`config.mk`:
```
export PLATFORM = sky130hd
export DESIGN_NAME = dram_cycle_decoder
export DESIGN_NICKNAME = d
export VERILOG_FILES = /design/src/rtl/dcd_pkg.sv /design/src/rtl/dcd_sync.sv /design/src/rtl/dcd_classifier.sv /design/src/rtl/dcd_datapath.sv /design/src/rtl/dram_cycle_decoder.sv
export SDC_FILE = /design/constraint.sdc
export NUM_CORES = 1
export LEC_CHECK = 0
export BUFFER_PORTS_ARGS = -buffer_cell sky130_fd_sc_hd__buf_2
export CAP_MARGIN = 15
export CORE_ASPECT_RATIO = 1.75
export CORE_UTILIZATION = 48
export DETAILED_ROUTE_END_ITERATION = 10
export PLACE_DENSITY = 0.75
export SLEW_MARGIN = 20
export SYNTH_ARGS = -nofsm -noshare
export SYNTH_HDL_FRONTEND = slang
export SYNTH_HIERARCHICAL = 1
export SYNTH_SLANG_ARGS = --single-unit
```
`constraint.sdc`:
```
create_clock -name clk -period 1.9 [get_ports clk]
set_input_delay 0.095 -clock clk [delete_from_list [all_inputs] [get_ports clk]]
set_output_delay 0.095 -clock clk [all_outputs]
set_load 0.01 [all_outputs]
```
`src/rtl/dcd_pkg.sv`:
```
package dcd_pkg;

   typedef enum logic [2:0] {
      CT_NONE    = 3'd0,
      CT_READ    = 3'd1,
      CT_EWRITE  = 3'd2,
      CT_RMW     = 3'd3,
      CT_RASONLY = 3'd4,
      CT_CBR     = 3'd5,
      CT_TEST    = 3'd6,
      CT_INDET   = 3'd7
   } cyc_code_t;

   typedef enum logic [3:0] {
      ST_IDLE,
      ST_ROW,
      ST_ACC,
      ST_RDY,
      ST_EWR,
      ST_RMW,
      ST_IND,
      ST_CBR,
      ST_TEN
   } dec_state_t;

endpackage

```
`src/rtl/dcd_sync.sv`:
```
module dcd_sync #(
   parameter int STAGES = 2,
   parameter int N      = 4
) (
   input  logic         clk,
   input  logic         rst_n,
   input  logic [N-1:0] d_in,
   output logic [N-1:0] lvl
);

   generate
      if (STAGES < 2) begin : g_bad_stages
         $error("dcd_sync: STAGES must be at least 2");
      end
   endgenerate

   logic [STAGES-1:0][N-1:0] chain;

   always_ff @(posedge clk or negedge rst_n) begin
      if (!rst_n) begin
         chain <= {STAGES{ {N{1'b1}} }};
      end else begin
         chain <= {chain[STAGES-2:0], d_in};
      end
   end

   assign lvl = chain[STAGES-1];

endmodule

```
`src/rtl/dcd_classifier.sv`:
```
module dcd_classifier
   import dcd_pkg::*;
#(
   parameter int ACCESS_CYC = 4
) (
   input  logic      clk,
   input  logic      rst_n,
   input  logic      ras_l,
   input  logic      cas_l,
   input  logic      we_l,
   output cyc_code_t cyc_code,
   output logic      cyc_valid,
   output logic      test_mode,
   output logic      wr_accept,
   output logic      cap,
   output logic      col_take,
   output logic      rdy,
   output logic      indet
);

   localparam int CNT_W = (ACCESS_CYC < 2) ? 1 : $clog2(ACCESS_CYC);
   localparam logic [CNT_W-1:0] CNT_LAST = CNT_W'(ACCESS_CYC - 1);

   generate
      if (ACCESS_CYC < 1) begin : g_bad_access
         $error("dcd_classifier: ACCESS_CYC must be at least 1");
      end
   endgenerate

   dec_state_t       st;
   logic [CNT_W-1:0] cnt;
   logic             ras_p, cas_p, we_p;
   logic             ras_fall, ras_rise, cas_fall, we_fall;

   assign ras_fall = ras_p & ~ras_l;
   assign ras_rise = ~ras_p & ras_l;
   assign cas_fall = cas_p & ~cas_l;
   assign we_fall  = we_p & ~we_l;

   function automatic cyc_code_t code_of(input dec_state_t s);
      case (s)
         ST_ROW:  return CT_RASONLY;
         ST_ACC:  return CT_READ;
         ST_RDY:  return CT_READ;
         ST_EWR:  return CT_EWRITE;
         ST_RMW:  return CT_RMW;
         ST_IND:  return CT_INDET;
         ST_CBR:  return CT_CBR;
         ST_TEN:  return CT_TEST;
         default: return CT_NONE;
      endcase
   endfunction

   always_ff @(posedge clk or negedge rst_n) begin
      if (!rst_n) begin
         st        <= ST_IDLE;
         cnt       <= '0;
         ras_p     <= 1'b1;
         cas_p     <= 1'b1;
         we_p      <= 1'b1;
         cyc_code  <= CT_NONE;
         cyc_valid <= 1'b0;
         test_mode <= 1'b0;
         wr_accept <= 1'b0;
         cap       <= 1'b0;
      end else begin
         ras_p     <= ras_l;
         cas_p     <= cas_l;
         we_p      <= we_l;
         cyc_code  <= CT_NONE;
         cyc_valid <= 1'b0;
         wr_accept <= 1'b0;
         cap       <= 1'b0;
         if (st == ST_IDLE) begin
            if (ras_fall) begin
               if (!cas_l) st <= we_l ? ST_CBR : ST_TEN;
               else        st <= ST_ROW;
            end
         end else if (ras_rise) begin
            cyc_valid <= 1'b1;
            cyc_code  <= code_of(st);
            if (st == ST_TEN)                      test_mode <= 1'b1;
            else if (st == ST_ROW || st == ST_CBR) test_mode <= 1'b0;
            st <= ST_IDLE;
         end else begin
            case (st)
               ST_ROW: begin
                  if (cas_fall) begin
                     if (!we_l) begin
                        st        <= ST_EWR;
                        wr_accept <= 1'b1;
                     end else begin
                        st  <= ST_ACC;
                        cnt <= '0;
                     end
                  end
               end
               ST_ACC: begin
                  if (we_fall) begin
                     st <= ST_IND;
                  end else if (cnt == CNT_LAST) begin
                     st  <= ST_RDY;
                     cap <= 1'b1;
                  end else begin
                     cnt <= cnt + 1'b1;
                  end
               end
               ST_RDY: begin
                  if (we_fall) begin
                     st        <= ST_RMW;
                     wr_accept <= 1'b1;
                  end
               end
               default: st <= st;
            endcase
         end
      end
   end

   assign col_take = (st == ST_ROW) && cas_fall && !ras_rise;
   assign rdy      = (st == ST_RDY);
   assign indet    = (st == ST_IND);

endmodule

```
`src/rtl/dcd_datapath.sv`:
```
module dcd_datapath #(
   parameter int DQ_W        = 8,
   parameter bit TEST_CMP_EN = 1'b1
) (
   input  logic              clk,
   input  logic              rst_n,
   input  logic [2*DQ_W-1:0] arr_pair,
   input  logic              col_sel,
   input  logic              col_take,
   input  logic              cap,
   input  logic              test_mode,
   input  logic              rdy,
   input  logic              indet,
   input  logic              oe_l,
   output logic [DQ_W-1:0]   dq_out,
   output logic              dq_oe,
   output logic              dq_x
);

   logic            col_q;
   logic [DQ_W-1:0] sel_v;
   logic [DQ_W-1:0] nxt_v;

   genvar g;
   generate
      for (g = 0; g < DQ_W; g++) begin : g_sel
         assign sel_v[g] = col_q ? arr_pair[2*g+1] : arr_pair[2*g];
      end
      if (TEST_CMP_EN) begin : g_cmp
         logic [DQ_W-1:0] cmp_v;
         for (g = 0; g < DQ_W; g++) begin : g_bit
            assign cmp_v[g] = ~(arr_pair[2*g] ^ arr_pair[2*g+1]);
         end
         assign nxt_v = test_mode ? cmp_v : sel_v;
      end else begin : g_nocmp
         assign nxt_v = sel_v;
      end
   endgenerate

   always_ff @(posedge clk or negedge rst_n) begin
      if (!rst_n) begin
         col_q  <= 1'b0;
         dq_out <= '0;
      end else begin
         if (col_take) col_q  <= col_sel;
         if (cap)      dq_out <= nxt_v;
      end
   end

   assign dq_oe = rdy & ~oe_l;
   assign dq_x  = indet & ~oe_l;

endmodule

```
`src/rtl/dram_cycle_decoder.sv`:
```
module dram_cycle_decoder
   import dcd_pkg::*;
#(
   parameter int DQ_W        = 8,
   parameter int SYNC_STAGES = 2,
   parameter int ACCESS_CYC  = 4,
   parameter bit TEST_CMP_EN = 1'b1
) (
   input  logic              clk,
   input  logic              rst_n,
   input  logic              ras_n,
   input  logic              cas_n,
   input  logic              we_n,
   input  logic              oe_n,
   input  logic              col_sel,
   input  logic [2*DQ_W-1:0] arr_pair,
   output logic [2:0]        cyc_type,
   output logic              cyc_valid,
   output logic              test_mode,
   output logic              wr_accept,
   output logic [DQ_W-1:0]   dq_out,
   output logic              dq_oe,
   output logic              dq_x
);

   localparam int NSTB = 4;

   generate
      if (DQ_W < 1) begin : g_bad_width
         $error("dram_cycle_decoder: DQ_W must be at least 1");
      end
   endgenerate

   logic [NSTB-1:0] stb_raw, stb_s;
   cyc_code_t       code;
   logic            cap, col_take, rdy, indet;

   assign stb_raw = {oe_n, we_n, cas_n, ras_n};

   dcd_sync #(.STAGES(SYNC_STAGES), .N(NSTB)) u_sync (
      .clk   (clk),
      .rst_n (rst_n),
      .d_in  (stb_raw),
      .lvl   (stb_s)
   );

   dcd_classifier #(.ACCESS_CYC(ACCESS_CYC)) u_cls (
      .clk       (clk),
      .rst_n     (rst_n),
      .ras_l     (stb_s[0]),
      .cas_l     (stb_s[1]),
      .we_l      (stb_s[2]),
      .cyc_code  (code),
      .cyc_valid (cyc_valid),
      .test_mode (test_mode),
      .wr_accept (wr_accept),
      .cap       (cap),
      .col_take  (col_take),
      .rdy       (rdy),
      .indet     (indet)
   );

   dcd_datapath #(.DQ_W(DQ_W), .TEST_CMP_EN(TEST_CMP_EN)) u_dp (
      .clk       (clk),
      .rst_n     (rst_n),
      .arr_pair  (arr_pair),
      .col_sel   (col_sel),
      .col_take  (col_take),
      .cap       (cap),
      .test_mode (test_mode),
      .rdy       (rdy),
      .indet     (indet),
      .oe_l      (stb_s[3]),
      .dq_out    (dq_out),
      .dq_oe     (dq_oe),
      .dq_x      (dq_x)
   );

   assign cyc_type = code;

endmodule

```
# Word level (Yosys, flattened, before mapping)
# Memories as Yosys holds them, arrays and structs flattened.
# Index checks and enable logic that the tools add are counted.
totals:
  reg_bits: 33
  mem_bits_ro: 48
  in_bits: 23
  out_inout_bits: 16
  elab_cells: 113
  mem_count: 1
memory_table:
  columns: ["memory", "words", "width", "read_ports", "rd_clocked_by_memory_dff", "wr", "line", "rtl"]
  rows:
  - ["(name not given)", 16, 3, 1, 0, 0, "dcd_classifier.sv:41", "case (s)"]
op_classes:
  n_addsub: 1
  eq_ne: 15
  muxes: 42
  bitwise_logic: 29
  n_reduce_logical: 11
op_table:
  columns: ["op", "count"]
  rows:
  - ["two-way mux 4 bit", 9]
  - ["two-way mux 1 bit", 22]
  - ["inverter 1 bit", 15]
  - ["case mux 4 bit (3 select lines)", 1]
  - ["two-way mux 3 bit", 3]
  - ["equality test 4 x 2 -> 1 bit, second input constant", 2]
  - ["equality test 4 x 3 -> 1 bit, second input constant", 2]
  - ["two-way mux 2 bit", 4]
  - ["two-way mux 8 bit", 1]
  - ["bitwise XOR 1 bit", 8]
  - ["AND reduction 7 bit", 1]
  - ["AND 1 bit", 6]
  - ["inequality test 2 bit, second input constant", 3]
  - ["inequality test 5 x 1 -> 1 bit, second input constant", 1]
  - ["AND reduction 5 bit", 1]
  - ["nonzero test 5 bit", 1]
  - ["equality test 4 x 1 -> 1 bit, second input constant", 1]
  - ["equality test 4 bit, second input constant", 1]
  - ["logical NOT 4 bit", 1]
  - ["inequality test 2 x 1 -> 1 bit, second input constant", 2]
  - ["inequality test 4 x 1 -> 1 bit, second input constant", 1]
  - ["inequality test 4 bit, second input constant", 1]
  - ["case mux 2 bit (2 select lines)", 1]
  - ["nonzero test 2 bit", 2]
  - ["other kinds (7)", 8]

# Depth between registers and ports, before layout
# Gate-level depths: netlist of run 1.
logic_depth:
  ltp_word: 6
  ltp_mapped: 6
  depth_no_buf: 4

# Hierarchy
# Netlist of run 1, hierarchy kept.
by_module_without_submodules:
  columns: ["mod", "instances", "cells_each", "area_each_um2", "seq_area_each_um2"]
  rows:
  - ["dcd_classifier", 1, 96, 949.7, 404.1]
  - ["dcd_datapath", 1, 65, 586.8, 225.2]
  - ["dcd_sync", 1, 12, 240.2, 210.2]

# Worst setup path before layout of run 1
# No wires, ideal clock.
synth_path:
  kind: "register to register"
  from: "reg u_sync.chain, in the netlist u_sync/lvl[2]"
  to: "reg u_cls.st[0]"
  setup_time_ns: 0.125
  arrival_ns: 1.696
  t_required_ns: 1.775
  path_slack_ns: 0.079
  path_stages_with_launch: 7
  path_buffers: 2
  synth_period_minus_slack_ns: 1.821
  path_cell_list: "dfstp_2 buf_4 buf_2 nor2b_1 or3_4 a31oi_4 mux2_4"
synth_between:
  elab_chain_cells: 6
  word_cells_on_any_way: 12
  classes_between: "eq/ne (2); mux (7); bitwise (2); reduce/logical (1)"
synth_lines:
  columns: ["element", "line", "rtl"]
  rows:
  - ["from (decl)", "dcd_sync.sv:17", "logic [STAGES-1:0][N-1:0] chain;"]
  - ["from (signal assigned)", "dcd_sync.sv:21", "chain <= {STAGES{ {N{1'b1}} }};"]
  - ["from (signal assigned)", "dcd_sync.sv:23", "chain <= {chain[STAGES-2:0], d_in};"]
  - ["inverter 1 bit", "dcd_classifier.sv:38", "assign we_fall = we_p & ~we_l;"]
  - ["AND 1 bit", "dcd_classifier.sv:38", null]
  - ["two-way mux 4 bit", "dcd_classifier.sv:99", "if (we_fall) begin"]
  - ["case mux 4 bit (3 select lines)", "dcd_classifier.sv:86", "case (st)"]
  - ["two-way mux 4 bit", "dcd_classifier.sv:79", "end else if (ras_rise) begin"]
  - ["two-way mux 4 bit", "dcd_classifier.sv:74", "if (st == ST_IDLE) begin"]
  - ["to (signal assigned)", "dcd_classifier.sv:76", "if (!cas_l) st <= we_l ? ST_CBR : ST_TEN;"]
  - ["to (signal assigned)", "dcd_classifier.sv:114", "default: st <= st;"]
  - ["to (decl)", "dcd_classifier.sv:30", "dec_state_t st;"]
# Parallel ways exist; a longest one is shown, timed or not. The select of a mux whose other input is x is not followed.
# A chain may end at the register's enable or synchronous reset.

# Worst setup path in the final report of run 1
layout_path:
  from: "reg u_sync.chain, in the netlist u_sync/lvl[2]"
  to: "reg u_cls.st[3]"
# Same word-level chain as after synthesis.

==> results.toml, run 1 <==
[outcome]
outcome = "completed"

[floorplan]
io_pins = 39
dieArea_um2 = 3958
die_h_um = 82.49
rows = 28
die_w_um = 47.99
initial_core_util_pct = 51.23
core-area_um2 = 3468

[global_routing]
grt_max_degree = 34
grtUsageTotal_pct = 20.70
grt_pass1_wl_um = 5761
grt_pass1_vias = 1398
grt_overflow = 0
antenna_found_initial = 0

[setup_path]
slowest_stage = "dfstp_2"
critPathCaptureType = "flip-flop"
crit_path_start = "u_sync/lvl[2]"
rr_worst_depth = 4
crit_path_end = "u_cls/st[3]"
critPathMaxFanout = 11
max_stage_delay_ps = 620
r2r_slack_ps = 120
worstReg2RegEnd = "u_cls/st[3]"
worstReg2RegStart = "u_sync/lvl[2]"
worst_setup_path_start_kind = "flip-flop"
path_delay_family = "flip-flops"
worstPathArrival_ps = 1950
path_class = "reg -> reg"
worst_ep_required_time_ps = 2070
critical_path_buf_inv_count = 0
cp_cell_sequence = "nor2b_1 -> or3_4 -> a31oi_4 -> mux2_4"
cp.depth = 4

[layout]
fin_cells = 259
num_antenna_cells = 0
nets = 237
drive_above_1_share_pct = 34.58
nFillCells = 297
area_growth_pct = 18.17
regArea_um2 = 839.6
multi_input_area_um2 = 828.3

[timing]
max_slew_margin_pct = 52.95
fin_crit_ps = 1780
fin_skew_ps = 4.810
tns_ps = 0
rsz0062_at_grt = "false"
clock.fmax_mhz = 561.9
fin_crit_sh_pct = 93.67
finalSetupViolCount = 0
finalHoldViolCount = 0
drv_slew = 0
fin_ws_ps = 120.2
worst_pin_slew_ps = 705.7

[synthesis]
synth_top_area_cell = "dfrtp_1"
synth_edf_count = 0
synth_nets = 197
synthCells = 173
avgSynthCellArea_um2 = 10.27
netlist_area_um2 = 1777
synthFlopType = "dfrtp_1"
synthTopCellsByArea = "dfrtp_1 31%, dfstp_2 16%, mux2i_1 5.1%"
ys_types = 45
ys_seq_area_share_pct = 47.25
async_reset_ff_share_pct = 100.0
synth-seq-cells = 33
synth_top_area_share_pct = 30.99
yosysWarnings = 6

[drt]
drt_first_pass_iters = 5
first_iter_violations = 61
dr_total_vias = 1468
vias_per_cell = 5.668
wirelength_um = 3777
post-route-drc-count = 0
wl_per_cell_um = 14.58
postRouteAntennaNets = 0

[clock_network]
clk_transition_reported_paths_ps = 70
cts-resized-gates = 0
cts_buffers = 5
clock-sinks = 33
postCtsSetupBuffers = 0
clockBufferDepth = 2
htreeDepth = 2
cts-root-buf = "clkbuf_8"
ctsHoldBuffers = 5
clk_latency_ps = 280
cts_tree = "built"

[power_and_ir_drop]
p_per_area_nw_per_um2 = 1345
leakage_nw = 0.9649
vdd_drop_max_mv = 0.8767

[min_path]
hold_class = "in -> reg"
worstHoldPathCells = 2

[job]
maxCapViolations = 0

[placement]
port_buffers = 38
placed_cells = 246
place_hpwl_um = 2770
routabilityCongestion = 0.9536
dp_slack_ps = 129.8
-- cell usage after synthesis (4+ instances only) --
| cell | instances |
|---|---|
| dfrtp_1 | 22 |
| nor2_1 | 21 |
| nand2_1 | 20 |
| dfstp_2 | 11 |
| mux2i_1 | 9 |
| nor3b_1 | 8 |
| o32a_1 | 7 |
| a21oi_1 | 6 |
| nor3_1 | 6 |
| buf_2 | 5 |
| buf_4 | 5 |
| nand2b_1 | 5 |
| nor2b_1 | 5 |
| o21ai_0 | 4 |
-- power by group --
part	switching [mW]	total (mW)	internal, mW
Combinational	0.644	1.27	0.625
Sequential	0.181	1.05	0.870
Clock	0.254	0.506	0.252
Total	1.08	2.82	1.75
-- worst min path at each step --
stage	from	to	slack, ps
after floorplan	rst_n	u_cls/cap	-200
after global placement	rst_n	u_dp/dq_out[5]	180
after detailed placement	rst_n	u_dp/dq_out[5]	200
after CTS	col_sel	u_dp/col_q	40
after global routing	col_sel	u_dp/col_q	40
final	col_sel	u_dp/col_q	40
-- cells by family (layout without fill, tap and decap cells) --
kind of cell,count (synthesis),after routing,synth area share [%]
AO/OA/AOI/OAI,31,31,14.58
flip-flops,33,33,47.25
buffers and inverters,18,59,6.127
adder cells (fa/ha/maj),1,1,0.7041
XOR/XNOR,1,1,0.4930
AND/OR/NAND/NOR,76,76,22.61
multiplexers,13,13,8.239
-- flip-flops by register name (all words and copies together) (netlist names), 2 cells and up --
name,cells
u_cls/cyc_code,3
u_sync/lvl,4
u_sync/chain,4
u_cls/cnt,2
u_dp/dq_out,8
u_cls/st,4
-- layout make-up --
type                       count  area share [%]
clock buffer                   5           3.278
inverter                       3          0.5364
timing repair buffer          48           13.23
sequential                    33           39.99
multi-input combinational    122           39.45
tap                           45           2.682
clock inverter                 3          0.8343
-- metal layers --
metal | share of wire (%) | GRT usage (%) | routed length, um | up-vias
li1 | - | - | - | 689
met1 | 36 | 18.37 | 1378 | 691
met2 | 54 | 37.16 | 2021 | 71
met3 | 6.2 | 5.652 | 233 | 17
met4 | 3.8 | 14.17 | 144 | 0
met5 | 0 | 0 | 0 | -
-- cell usage in the layout (no fill, tap or decap), drive strengths merged, types with 2 or more instances in the layout --
master       count
dfstp           11
o211ai           2
mux2i            9
nor3             6
clkinv           2
nor2            21
nand3            2
inv              3
o21ai            4
o32a             7
dlygate4sd3      5
mux2             4
clkbuf           5
nor3b            9
a31oi            2
a21oi            6
nor2b            5
or3              2
dfrtp           22
buf             43
nand2b           5
a22o             2
nand2           20
-- through the flow --
stage                     cell area (um^2)  util (%)  hold slack [ps]  total power, mW
final                                 2100     60.53            44.27            2.825
after CTS                             2100     60.53            39.74            2.829
after global routing                  2100     60.53            40.65            3.016
after global placement                1963     56.60            182.6            2.242
after detailed placement              1963     56.60            195.2            2.306
after floorplan                       1777         -           -200.6            2.009
(Power assumes the default switching activity.)
==> run 2: changes to the inputs <==
--- a/config.mk
+++ b/config.mk
@@ -8,9 +8,9 @@
 export BUFFER_PORTS_ARGS = -buffer_cell sky130_fd_sc_hd__buf_2
 export CAP_MARGIN = 15
 export CORE_ASPECT_RATIO = 1.75
-export CORE_UTILIZATION = 48
+export CORE_UTILIZATION = 53
 export DETAILED_ROUTE_END_ITERATION = 10
-export PLACE_DENSITY = 0.75
+export PLACE_DENSITY = 0.78
 export SLEW_MARGIN = 20
 export SYNTH_ARGS = -nofsm -noshare
 export SYNTH_HDL_FRONTEND = slang
==> constraint.sdc (replaced) <==
create_clock -name clk -period 2 [get_ports clk]
set_input_delay 0.1 -clock clk [delete_from_list [all_inputs] [get_ports clk]]
set_output_delay 0.1 -clock clk [all_outputs]
set_load 0.01 [all_outputs]
==> run 2 against run 1 <==
Against the previous run: setup slack gained 49 ps; wire length grew 0.13%; sequential cell count is the same; combinational power shrank 9%; core utilization grew 6.0 points; hold slack gained 7.2 ps; critical path type unchanged; cell area grew 0.60%; sequential share of layout area shrank 0.24 points; via count shrank 2.1%; largest power group unchanged; die area shrank 9.1%; sequential power is essentially flat; critical path depth is the same.
==> results.toml, run 2 (synthesized netlist as in run 1, its figures left out) <==
[outcome]
outcome = "completed"

[timing]
max_slew_margin_pct = 53.05
clock.fmax_mhz = 546.3
fin_crit_sh_pct = 91.52
worst_pin_slew_ps = 704.2
tns_ps = 0
rsz0062_at_grt = "false"
fin_crit_ps = 1830
finalHoldViolCount = 0
drv_slew = 0
fin_skew_ps = 2.403
finalSetupViolCount = 0

[placement]
placed_cells = 244
place_hpwl_um = 2800
port_buffers = 38
routabilityCongestion = 0.8789

[layout]
utilization_pct = 66.51
largest_reg_flops = 8
fin_cells = 257
final_cell_mix = "38 x buf_2, 22 x dfrtp_1, 21 x nor2_1, 20 x nand2_1, 11 x dfstp_2"
nets = 237
num_antenna_cells = 0
top_register = "u_dp/dq_out"
final_common_cell = "buf_2"
nFillCells = 281
drive_above_1_share_pct = 34.58
regArea_um2 = 839.6
area_growth_pct = 18.87
multi_input_area_um2 = 828.3

[drt]
first_iter_violations = 18
vias_per_cell = 5.591
drt_first_pass_iters = 4
wirelength_um = 3782
postRouteAntennaNets = 0
dr_total_vias = 1437
wl_per_cell_um = 14.72
post-route-drc-count = 0

[setup_path]
worstPathArrival_ps = 2000
rr_worst_depth = 4
worst_ep_required_time_ps = 2170
critPathCaptureType = "flip-flop"
worst_setup_path_start_kind = "flip-flop"
r2r_slack_ps = 170
path_class = "reg -> reg"
critPathMaxFanout = 12

[clock_network]
clk_transition_reported_paths_ps = 60
clock-sinks = 33
htreeDepth = 2
cts-resized-gates = 0
postCtsSetupBuffers = 0
cts_tree = "built"
clk_latency_ps = 280
cts-root-buf = "clkbuf_8"
cts_buffers = 5
clockBufferDepth = 2

[floorplan]
core-area_um2 = 3176
dieArea_um2 = 3597
rows = 27
initial_core_util_pct = 55.95
io_pins = 39
die_h_um = 78.59
die_w_um = 45.77

[global_routing]
grt_overflow = 0
grtUsageTotal_pct = 24.55
grt_max_degree = 34
antenna_found_initial = 0
grt_pass1_vias = 1474
grt_pass1_wl_um = 6279

[min_path]
worstHoldPathCells = 2
hold_class = "in -> reg"

[power_and_ir_drop]
leakage_nw = 0.9754
p_per_area_nw_per_um2 = 1295
vdd_drop_max_mv = 0.6947

[job]
maxCapViolations = 0
run 2: final timing paths:
kind / start / end
setup / recovery: u_cls/st[2] / u_cls/st[0]
hold / removal: col_sel / u_dp/col_q
setup reg to reg: u_cls/st[2] / u_cls/st[0]
hold reg to reg: u_sync/chain[3] / u_sync/lvl[3]
max in group asynchronous: rst_n / u_cls/cnt[0]
min in group asynchronous: rst_n / u_dp/dq_out[0]
run 2: worst max-delay path: stages (launching register included):
cell and delay, ps:
dfrtp_1 520, nor2_1 370, a21oi_1 220, a31oi_4 280, mux2_4 330
run 2: through the flow:
| stage | setup slack, ps | area, um^2 | hold slack (ps) | power [mW] |
|---|---|---|---|---|
| floorplan | 179.4 | 1777 | -195.6 | 1.908 |
| global placement | 263.8 | 1961 | 179.6 | 2.147 |
| detailed placement | 199.1 | 1961 | 196.7 | 2.187 |
| CTS | 191.8 | 2112 | 41.08 | 2.755 |
| global route | 54.10 | 2112 | 49.44 | 2.930 |
| finish | 169.5 | 2112 | 51.44 | 2.736 |
run 2: routing by layer:
metal	up-vias	global-route usage (%)	wire, um
met3	9	5.977	164
li1	692	-	-
met2	49	45.86	2146
met4	0	12.65	112
met5	-	0	0
met1	687	22.39	1358
run 2: timing repair:
| item | 4_1_cts | 5_1_grt |
|---|---|---|
| setup endpoints to repair | 0 | 0 |
| hold buffers | 5 | 0 |
| hold endpoints to repair | 26 | 0 |
run 2: area by class of cell:
| cell class | count | area share [%] |
|---|---|---|
| flip-flops and latches | 33 | 39.75 |
| multi-input cells | 122 | 39.22 |
| repair buffers | 48 | 13.15 |
| clock buffers | 7 | 4.562 |
| well taps | 43 | 2.547 |
| inverters | 3 | 0.5332 |
| clock inverters | 1 | 0.2370 |
run 2: report_power, final:
group          total [mW]  switching, mW  internal [mW]
Clock               0.545          0.235          0.311
Combinational        1.16          0.567          0.593
Sequential           1.03          0.205          0.826
Total                2.74           1.01           1.73
